==> config.mk <==
export PLATFORM = sky130hd
export DESIGN_NAME = step_seq_ctrl
export DESIGN_NICKNAME = d
export VERILOG_FILES = /design/src/rtl/step_seq_pkg.sv /design/src/rtl/step_timer.sv /design/src/rtl/seq_fsm.sv /design/src/rtl/overrun_latch.sv /design/src/rtl/step_seq_ctrl.sv
export SDC_FILE = /design/constraint.sdc
export NUM_CORES = 1
export LEC_CHECK = 0
export ABC_AREA = 1
export BUFFER_PORTS_ARGS = -buffer_cell sky130_fd_sc_hd__buf_2
export CORE_AREA = 4 4 41 43
export DETAILED_ROUTE_END_ITERATION = 6
export DIE_AREA = 0 0 45 47
export GPL_ROUTABILITY_DRIVEN = 0
export PLACE_DENSITY_LB_ADDON = 0.25
export SYNTH_ARGS = -nofsm -noshare
export SYNTH_HDL_FRONTEND = slang
export SYNTH_SLANG_ARGS = --single-unit
==> constraint.sdc <==
create_clock -name clk -period 2.1 [get_ports clk]
set_clock_uncertainty 0.15 [all_clocks]
set_input_delay 0.42 -clock clk [delete_from_list [all_inputs] [get_ports clk]]
set_output_delay 0.42 -clock clk [all_outputs]
set_load 0.005 [all_outputs]
==> src/rtl/step_seq_pkg.sv <==
package step_seq_pkg;

   // Sequencer phases: idle, component update, solver launch,
   // solver running, waiting for the next boundary.
   typedef enum logic [2:0] {
      PH_IDLE  = 3'd0,
      PH_COMP  = 3'd1,
      PH_KICK  = 3'd2,
      PH_SOLVE = 3'd3,
      PH_HOLD  = 3'd4
   } seq_phase_t;

   localparam int unsigned MIN_STEP_CYCLES = 3;

endpackage

==> src/rtl/step_timer.sv <==
module step_timer #(
   parameter int unsigned STEP_CYCLES = 10
) (
   input  logic clk,
   input  logic rst_n,
   input  logic run_en,
   output logic boundary,
   output logic tick_q
);
   localparam int unsigned CW = (STEP_CYCLES > 1) ? $clog2(STEP_CYCLES) : 1;
   localparam logic [CW-1:0] LAST = CW'(STEP_CYCLES - 1);
   localparam bit POW2 = ((STEP_CYCLES & (STEP_CYCLES - 1)) == 0);

   logic [CW-1:0] cnt_q;
   logic [CW-1:0] cnt_nxt;

   generate
      if (POW2) begin : g_wrap
         // Length is a power of two: the counter wraps on its own.
         assign cnt_nxt = cnt_q + 1'b1;
      end else begin : g_cmp
         // Any other length: compare against the last count.
         assign cnt_nxt = (cnt_q == LAST) ? '0 : cnt_q + 1'b1;
      end
   endgenerate

   assign boundary = run_en && (cnt_q == '0);

   always_ff @(posedge clk or negedge rst_n) begin
      if (!rst_n) begin
         cnt_q  <= '0;
         tick_q <= 1'b0;
      end else begin
         cnt_q  <= run_en ? cnt_nxt : '0;
         tick_q <= boundary;
      end
   end
endmodule

==> src/rtl/seq_fsm.sv <==
module seq_fsm
   import step_seq_pkg::*;
(
   input  logic       clk,
   input  logic       rst_n,
   input  logic       run_en,
   input  logic       boundary,
   input  logic       solver_done,
   output seq_phase_t phase,
   output logic       late
);
   seq_phase_t ph_q;
   seq_phase_t ph_nxt;
   logic       pending;

   assign pending = (ph_q == PH_KICK) || (ph_q == PH_SOLVE);

   always_comb begin
      ph_nxt = ph_q;
      late   = 1'b0;
      if (!run_en) begin
         ph_nxt = PH_IDLE;
      end else if (boundary) begin
         // A boundary always opens a new step; an unfinished solve is late.
         ph_nxt = PH_COMP;
         late   = pending && !solver_done;
      end else begin
         unique case (ph_q)
            PH_COMP:  ph_nxt = PH_KICK;
            PH_KICK:  ph_nxt = solver_done ? PH_HOLD : PH_SOLVE;
            PH_SOLVE: ph_nxt = solver_done ? PH_HOLD : PH_SOLVE;
            default:  ph_nxt = ph_q;
         endcase
      end
   end

   always_ff @(posedge clk or negedge rst_n) begin
      if (!rst_n) ph_q <= PH_IDLE;
      else        ph_q <= ph_nxt;
   end

   assign phase = ph_q;
endmodule

==> src/rtl/overrun_latch.sv <==
module overrun_latch (
   input  logic clk,
   input  logic rst_n,
   input  logic late,
   output logic flag
);
   always_ff @(posedge clk or negedge rst_n) begin
      if (!rst_n) flag <= 1'b0;
      else        flag <= flag | late;
   end
endmodule

==> src/rtl/step_seq_ctrl.sv <==
module step_seq_ctrl
   import step_seq_pkg::*;
#(
   parameter int unsigned STEP_CYCLES = 10
) (
   input  logic clk,
   input  logic rst_n,
   input  logic run_en,
   input  logic solver_done,
   output logic step_tick,
   output logic comp_start,
   output logic solver_start,
   output logic overrun
);
   generate
      if (STEP_CYCLES < MIN_STEP_CYCLES) begin : g_bad_len
         $error("step_seq_ctrl: STEP_CYCLES must be at least 3");
      end
   endgenerate

   logic       boundary;
   logic       late;
   seq_phase_t phase;

   step_timer #(.STEP_CYCLES(STEP_CYCLES)) u_timer (
      .clk      (clk),
      .rst_n    (rst_n),
      .run_en   (run_en),
      .boundary (boundary),
      .tick_q   (step_tick)
   );

   seq_fsm u_fsm (
      .clk         (clk),
      .rst_n       (rst_n),
      .run_en      (run_en),
      .boundary    (boundary),
      .solver_done (solver_done),
      .phase       (phase),
      .late        (late)
   );

   overrun_latch u_ovr (
      .clk   (clk),
      .rst_n (rst_n),
      .late  (late),
      .flag  (overrun)
   );

   assign comp_start   = (phase == PH_COMP);
   assign solver_start = (phase == PH_KICK);
endmodule

-- Word-level counts from Yosys, hierarchy flattened
Index checks and enable logic that the tools add are counted.
- bitwise operators: 1
- equal/unequal tests: 5
- mux-type cells: 8
- $add $sub $neg: 1
- reduce and logical (&&, ||, !) cells: 6
- operators with widths (kind ; number):
    2-to-1 mux 3 bit ; 3
    2-to-1 mux 4 bit ; 2
    equality test 3 x 2 -> 1 bit (second input constant) ; 2
    case mux 3 bit (2 select lines) ; 1
    adder 4 x 1 -> 4 bit (second input constant) ; 1
    equality test 4 bit (second input constant) ; 1
    zero test 4 bit ; 1
    != test 4 x 2 -> 1 bit (second input constant) ; 1
    equality test 3 x 1 -> 1 bit (second input constant) ; 1
    logical AND 1 bit ; 2
    2-to-1 mux 1 bit ; 2
    OR reduction 2 bit ; 1
    zero test 1 bit ; 1
    logical OR 1 bit ; 1
    OR 1 bit ; 1
- logic and storage cells: 25
- output and inout port bits: 4
- bits in registers: 9
- bits of input ports: 4

-- Longest topological paths before layout
Gate-level depths: netlist of run 1.
- word-level depth: 6
- mapped depth: 10
- depth with buffers taken out: 10

-- Modules after synthesis
A second synthesis of run 1 with hierarchy kept.
- cells, all modules: 56
- area, all modules: 470.5 um2
- modules (own cells, without submodules) (module ; sequential area each (um2) ; area an instance (um2) ; times used ; cells each):
    step_timer ; 125.1 ; 245.2 ; 1 ; 26
    seq_fsm ; 75.1 ; 166.4 ; 1 ; 20
    overrun_latch ; 25.0 ; 36.3 ; 1 ; 4
    step_seq_ctrl ; 0.0 ; 22.5 ; 1 ; 6

-- Worst setup path after synthesis of run 1
No wires, ideal clock.
- kind: reg2reg
- from: register u_timer.cnt_q[0]
- to: register u_fsm.ph_q[1] (netlist: u_fsm.phase[1])
- period minus slack after synthesis: 1307 ps
- setup time: 116 ps
- path slack: 793 ps
- required time: 1834 ps
- arrival: 1041 ps
- cell stages (with the launch flop): 11
- buffers on the path: 0
- path through: dfrtp_1 > inv_1 > ha_1 > nand2_2 > inv_2 > nand2_4 > nand2_2 > inv_2 > nand2_2 > nand2_1 > nand2_1
- word-level cells in the longest chain between the ends: 4
- elaborated cells between the ends (all ways): 5
- classes of those cells: eq/ne (1); mux (2); reduce/logical (2)
- ends and longest elaborated chain (item ; RTL line ; text):
    start: declaration ; step_timer.sv:14 ; logic [CW-1:0] cnt_q;
    start signal: assignment ; step_timer.sv:34 ; cnt_q <= run_en ? cnt_nxt : '0;
    zero test 4 bit (*) ; step_timer.sv:27 ; assign boundary = run_en && (cnt_q == '0);
    logical AND 1 bit (*) ; step_timer.sv:27 ;
    2-to-1 mux 3 bit ; seq_fsm.sv:23 ; end else if (boundary) begin
    2-to-1 mux 3 bit ; seq_fsm.sv:21 ; if (!run_en) begin
    end signal: assignment ; seq_fsm.sv:39 ; else ph_q <= ph_nxt;
    end: declaration ; seq_fsm.sv:12 ; seq_phase_t ph_q;
Every way passes the cells marked *; elsewhere a longest branch is shown, timed or not.
A chain may end at the register's enable or synchronous reset.

-- Worst setup path in the final report of run 1
- from: register u_fsm.ph_q[0] (netlist: u_fsm.phase[0])
- to: output comp_start
- word-level cells in the longest chain between the ends: 1
- ends and longest elaborated chain (item ; RTL line ; text):
    equality test 3 x 1 -> 1 bit ; step_seq_ctrl.sv:50 ; assign comp_start = (phase == PH_COMP);
    end: declaration ; step_seq_ctrl.sv:11 ; output logic comp_start,
No other way between the ends.

==> results.json, run 1 <==
{
  "synthDistinctLibCells": 17,
  "initial_core_util_pct": 38.0,
  "max_cap_viol_count": 0,
  "h-tree-depth": 1,
  "fill_cells": 140,
  "wl_met2_um": 375,
  "worst-setup-path-type": "register to primary output",
  "yosysWarnings": 0,
  "viasPerCell": 4.60,
  "slew_headroom_pct": 86.3,
  "synth_edf_count": 0,
  "die_h_um": 47,
  "crit_path_end_kind": "primary output",
  "ant_nets": 0,
  "wl_met1_um": 412,
  "cts.sinks": 9,
  "start_kind": "register",
  "status": "complete, no violations",
  "ios": 8,
  "cp_data_required_time_ps": 1530,
  "p_leak_nw": 0.333,
  "dr.pass1.iters": 4,
  "wl_met3_um": 44,
  "grt.overflow.total": 0,
  "fmax_mhz": 628,
  "synth_seq_cells": 9,
  "pre_cts_ws_ps": 701,
  "fin_crit_ps": 1590,
  "grt_pass1_vias": 341,
  "track_usage_pct": 9.83,
  "synth_area_leaders": "dfrtp_1, nand2_1, ha_1",
  "drtIter0Drc": 13,
  "ys_seq_area_share_pct": 45.6,
  "rows": 13,
  "clockBufferDepth": 2,
  "port_buffers": 7,
  "cp_max_fo": 4,
  "hold_buffers": 1,
  "grt_pass1_wl_um": 1450,
  "ir_worst_vdd_mv": 0.321,
  "cts_root_buffer": "clkbuf_4",
  "synth_top_area_share_pct": 45.6,
  "hp-class": "input port to register",
  "nNetsFinal": 79,
  "die_width_um": 45,
  "finalMaxSlewViolations": 0,
  "rsz0062_at_grt": "no",
  "syn_nets": 66,
  "post_cts_buffers": 0,
  "coreArea_mm2": 0.00130,
  "clk_pin_slew_worst_paths_ps": 60,
  "power.density_mw_per_mm2": 839,
  "num_antenna_cells": 0,
  "synth_commonest_cells": "nand2_1, inv_1, dfrtp_1",
  "setup_viol": 0,
  "arrival_ps": 1020,
  "grt_start_max_net_pins": 10,
  "syn_area_per_cell_um2": 8.38,
  "final.setup.tns_ps": 0,
  "clk_latency_ps": 260,
  "drive_gt1_share_pct": 26.8,
  "finalHoldViolations": 0,
  "die_area_mm2": 0.00212,
  "dp_hpwl_um": 647,
  "top_layer": "met4",
  "fin_crit_sh_pct": 75.8,
  "async_flop_share_pct": 100,
  "antenna_found_initial": 0,
  "cts.repair.resized": 0,
  "worst_slack_ps": 507,
  "tritoncts": "yes",
  "synth_ff_type": "dfrtp_1",
  "area_growth_pct": 18.2,
  "synth_top_cell_by_area": "dfrtp_1",
  "synth_cells": 59,
  "max_slew.worst_pin.slew_ps": 206,
  "numCtsBuffers": 3,
  "syn_area_um2": 494,
  "wl_um": 846,
  "routedWlPerCell_um": 9.84,
  "drc": 0,
  "synth_most_common_cell": "nand2_1",
  "vias": 396
}
[report_power, final]
part | total (W) | internal (W) | switching (W)
clock network | 0.000133 | 0.0000732 | 0.0000594
registers | 0.000223 | 0.000201 | 0.0000215
logic | 0.000135 | 0.0000563 | 0.0000789
total | 0.000490 | 0.000331 | 0.000160
[cells in the final DEF, fill, tap and decap left out, drive strengths merged]
| cell | synthesis | layout |
|---|---|---|
| inv | 12 | 12 |
| clkbuf | 0 | 4 |
| dlygate4sd3 | 0 | 1 |
| nand3b | 1 | 1 |
| nand2 | 16 | 16 |
| a21oi | 1 | 1 |
| xnor2 | 1 | 1 |
| nor2 | 8 | 8 |
| ha | 3 | 3 |
| o21bai | 1 | 1 |
| buf | 0 | 7 |
| nand4 | 1 | 1 |
| xor2 | 1 | 1 |
| dfrtp | 9 | 9 |
| nand3 | 5 | 5 |
[cell type report]
class                   instances  area [um2]  area share (%)
multi-input cells              38         224            38.3
flip-flops and latches          9         225            38.5
well taps                      15        18.8            3.21
repair buffers                  8        45.0            7.71
clock buffers                   4        26.3            4.50
inverters                      12        45.0            7.71
[metal layers]
metal  vias to the layer above  global-route usage [%]
met5                         -                       0
met4                         0                    7.02
met3                         2                    3.83
met2                         7                    13.6
li1                        204                       -
met1                       183                    12.5
[worst max-delay path, stage by stage, from the launching register on]
cell and delay, ps:
dfrtp_1 390, inv_1 50, nor2_1 80, nand2_1 90
inv_1 60, buf_2 100
[sequential cells by signal, indices dropped and copies added (netlist names)]
name	count
u_timer.cnt_q	4
u_ovr.flag	1
u_timer.tick_q	1
u_fsm.phase	3
[worst paths after layout]
check,from,endpoint,slack [ps],depth (start not counted)
hold / removal,solver_done,u_fsm.phase[2]$_DFFE_PN0P_,300,3
max in group asynchronous,rst_n,u_ovr.flag$_DFF_PN0_,1230,2
min in group asynchronous,rst_n,u_timer.cnt_q[3]$_DFF_PN0_,390,2
setup reg to reg,u_timer.cnt_q[0]$_DFF_PN0_,u_fsm.phase[1]$_DFFE_PN0P_,700,10
setup / recovery,u_fsm.phase[0]$_DFFE_PN0P_,comp_start,510,5
hold reg to reg,u_ovr.flag$_DFF_PN0_,u_ovr.flag$_DFF_PN0_,330,1
[cells by family after synthesis]
logic type                 share of synthesized area (%)
AOI/OAI and AO/OA                                   2.53
xor gates and xnor gates                            3.54
adders and majority gates                           7.60
buffers and inverters                               9.12
DFF                                                 45.6
and+or+nand+nor                                     31.6
[stage by stage]
stage | power, W | area (um2) | cells | hold slack (ps) | utilization [%]
final | 0.000490 | 584 | 86 | 295 | 44.9
after global routing | 0.000530 | 584 | 86 | 317 | 44.9
after CTS | 0.000501 | 584 | 86 | 289 | 44.9
after detailed placement | 0.000360 | 548 | 81 | 133 | 42.1
after global placement | 0.000361 | 548 | 81 | 132 | 42.1
after floorplan | 0.000317 | 494 | 59 | -25.6 | -
Power figures use the tool's default switching activity.
==> run 2, diff against run 1 <==
- clock period: 2.1 -> 1.6 ns (I/O delays scaled with it)
==> results.json, run 2 (same netlist as run 1, synthesis figures left out) <==
{
  "power.density_mw_per_mm2": 1100,
  "ir_worst_vdd_mv": 0.568,
  "hp-start": "run_en",
  "die_h_um": 47,
  "worstHoldPathCells": 3,
  "routedWlPerCell_um": 9.30,
  "finalHoldViolations": 0,
  "rows": 13,
  "arrival_ps": 1020,
  "largest_reg_flops": 4,
  "pre_cts_ws_ps": 222,
  "worst_slack_ps": 106,
  "layout_common_cells": "nand2_1, inv_1, dfrtp_1, buf_2, nor2_1",
  "antenna_found_initial": 0,
  "post_cts_buffers": 0,
  "rr_startpoint": "u_timer.cnt_q[0]$_DFF_PN0_",
  "cp_max_fo": 4,
  "p_leak_nw": 0.333,
  "drive_gt1_share_pct": 26.8,
  "wl_um": 800,
  "numCtsBuffers": 3,
  "cts.sinks": 9,
  "cts_root_buffer": "clkbuf_4",
  "largest_register": "u_timer.cnt_q",
  "power_w": 0.000642,
  "tritoncts": "yes",
  "die_area_mm2": 0.00212,
  "drtIter0Drc": 5,
  "grt_pass1_wl_um": 1480,
  "cp_data_required_time_ps": 1130,
  "finalMaxSlewViolations": 0,
  "reg2reg_depth": 10,
  "worst-setup-path-type": "register to primary output",
  "coreArea_mm2": 0.00130,
  "initial_core_util_pct": 38.0,
  "grt.overflow.total": 0,
  "fmax_mhz": 669,
  "grt_start_max_net_pins": 10,
  "track_usage_pct": 10.2,
  "rsz0062_at_grt": "no",
  "vias": 376,
  "hp-class": "input port to register",
  "slew_headroom_pct": 86.6,
  "min_to": "u_fsm.phase[0]$_DFFE_PN0P_",
  "die_width_um": 45,
  "ios": 8,
  "ant_nets": 0,
  "start_kind": "register",
  "nNetsFinal": 79,
  "r2r-end": "u_fsm.phase[1]$_DFFE_PN0P_",
  "reg2reg_slack_ps": 210,
  "status": "complete, no violations",
  "num_antenna_cells": 0,
  "grt_pass1_vias": 368,
  "clk_pin_slew_worst_paths_ps": 60,
  "viasPerCell": 4.37,
  "max_slew.worst_pin.slew_ps": 201,
  "max_cap_viol_count": 0,
  "fin_crit_ps": 1490,
  "drc": 0,
  "clk_latency_ps": 260,
  "crit_path_end_kind": "primary output",
  "clockBufferDepth": 2,
  "dr.pass1.iters": 2,
  "h-tree-depth": 1,
  "setup_viol": 0,
  "final.setup.tns_ps": 0,
  "port_buffers": 7,
  "dp_hpwl_um": 626,
  "area_growth_pct": 18.2,
  "fin_area_um2": 584,
  "dpl_cell_area_um2": 548,
  "fin_crit_sh_pct": 93.4,
  "final_common_cell": "nand2_1"
}
==> run 2: cell counts in the layout (fill, tap and decap cells not counted) <==
No cell type changed its count.
==> run 2: per-layer routing <==
layer | up-vias | track usage (%) | wire (um)
met4 | 0 | 7.02 | 0
li1 | 201 | - | -
met2 | 7 | 14.4 | 337
met1 | 168 | 13.2 | 428
met3 | 0 | 3.45 | 34
met5 | - | 0 | 0
==> run 2: how the worst max path moves through the flow <==
stage / start / cells after the start / end / slack (ps)
5_1_grt: u_fsm.phase[0]$_DFFE_PN0P_ / 5 / comp_start / 20
3_5_place_dp: u_timer.cnt_q[0]$_DFF_PN0_ / 10 / u_fsm.phase[1]$_DFFE_PN0P_ / 220
3_3_place_gp: u_timer.cnt_q[0]$_DFF_PN0_ / 10 / u_fsm.phase[1]$_DFFE_PN0P_ / 250
6_report: u_fsm.phase[1]$_DFFE_PN0P_ / 4 / comp_start / 110
4_1_cts: u_fsm.phase[0]$_DFFE_PN0P_ / 5 / comp_start / 90
2_1_floorplan: u_timer.cnt_q[0]$_DFF_PN0_ / 10 / u_fsm.phase[1]$_DFFE_PN0P_ / 290
==> run 2: worst max-delay path, cell delays in order, from the launching register on <==
cell and delay, ps:
dfrtp_1 410, nor2_1 110, nand2_1 90, inv_1 60, buf_2 100
==> run 2: metrics by stage <==
stage / hold slack [ps] / instances / utilization, %
floorplan: -126 / 59 / -
global placement: 30.3 / 81 / 42.1
detailed placement: 30.1 / 81 / 42.1
CTS: 202 / 86 / 44.9
global route: 208 / 86 / 44.9
finish: 201 / 86 / 44.9
==> run 2: timing repair <==
action / in CTS / in global routing
hold buffers: 1 / 0
hold endpoints to repair: 9 / 0
resized for setup: 0 / 0
==> run 2: layout make-up <==
class,count,area [um2]
Clock buffer,4,26.3
Fill cell,149,717
Inverter,12,45.0
Multi-Input combinational cell,38,224
Sequential cell,9,225
Tap cell,15,18.8
Timing Repair Buffer,8,45.0
==> run 2: where the power goes <==
group | internal (W) | switching (W)
Clock | 0.0000960 | 0.0000776
Sequential | 0.000264 | 0.0000270
Combinational | 0.0000739 | 0.000103
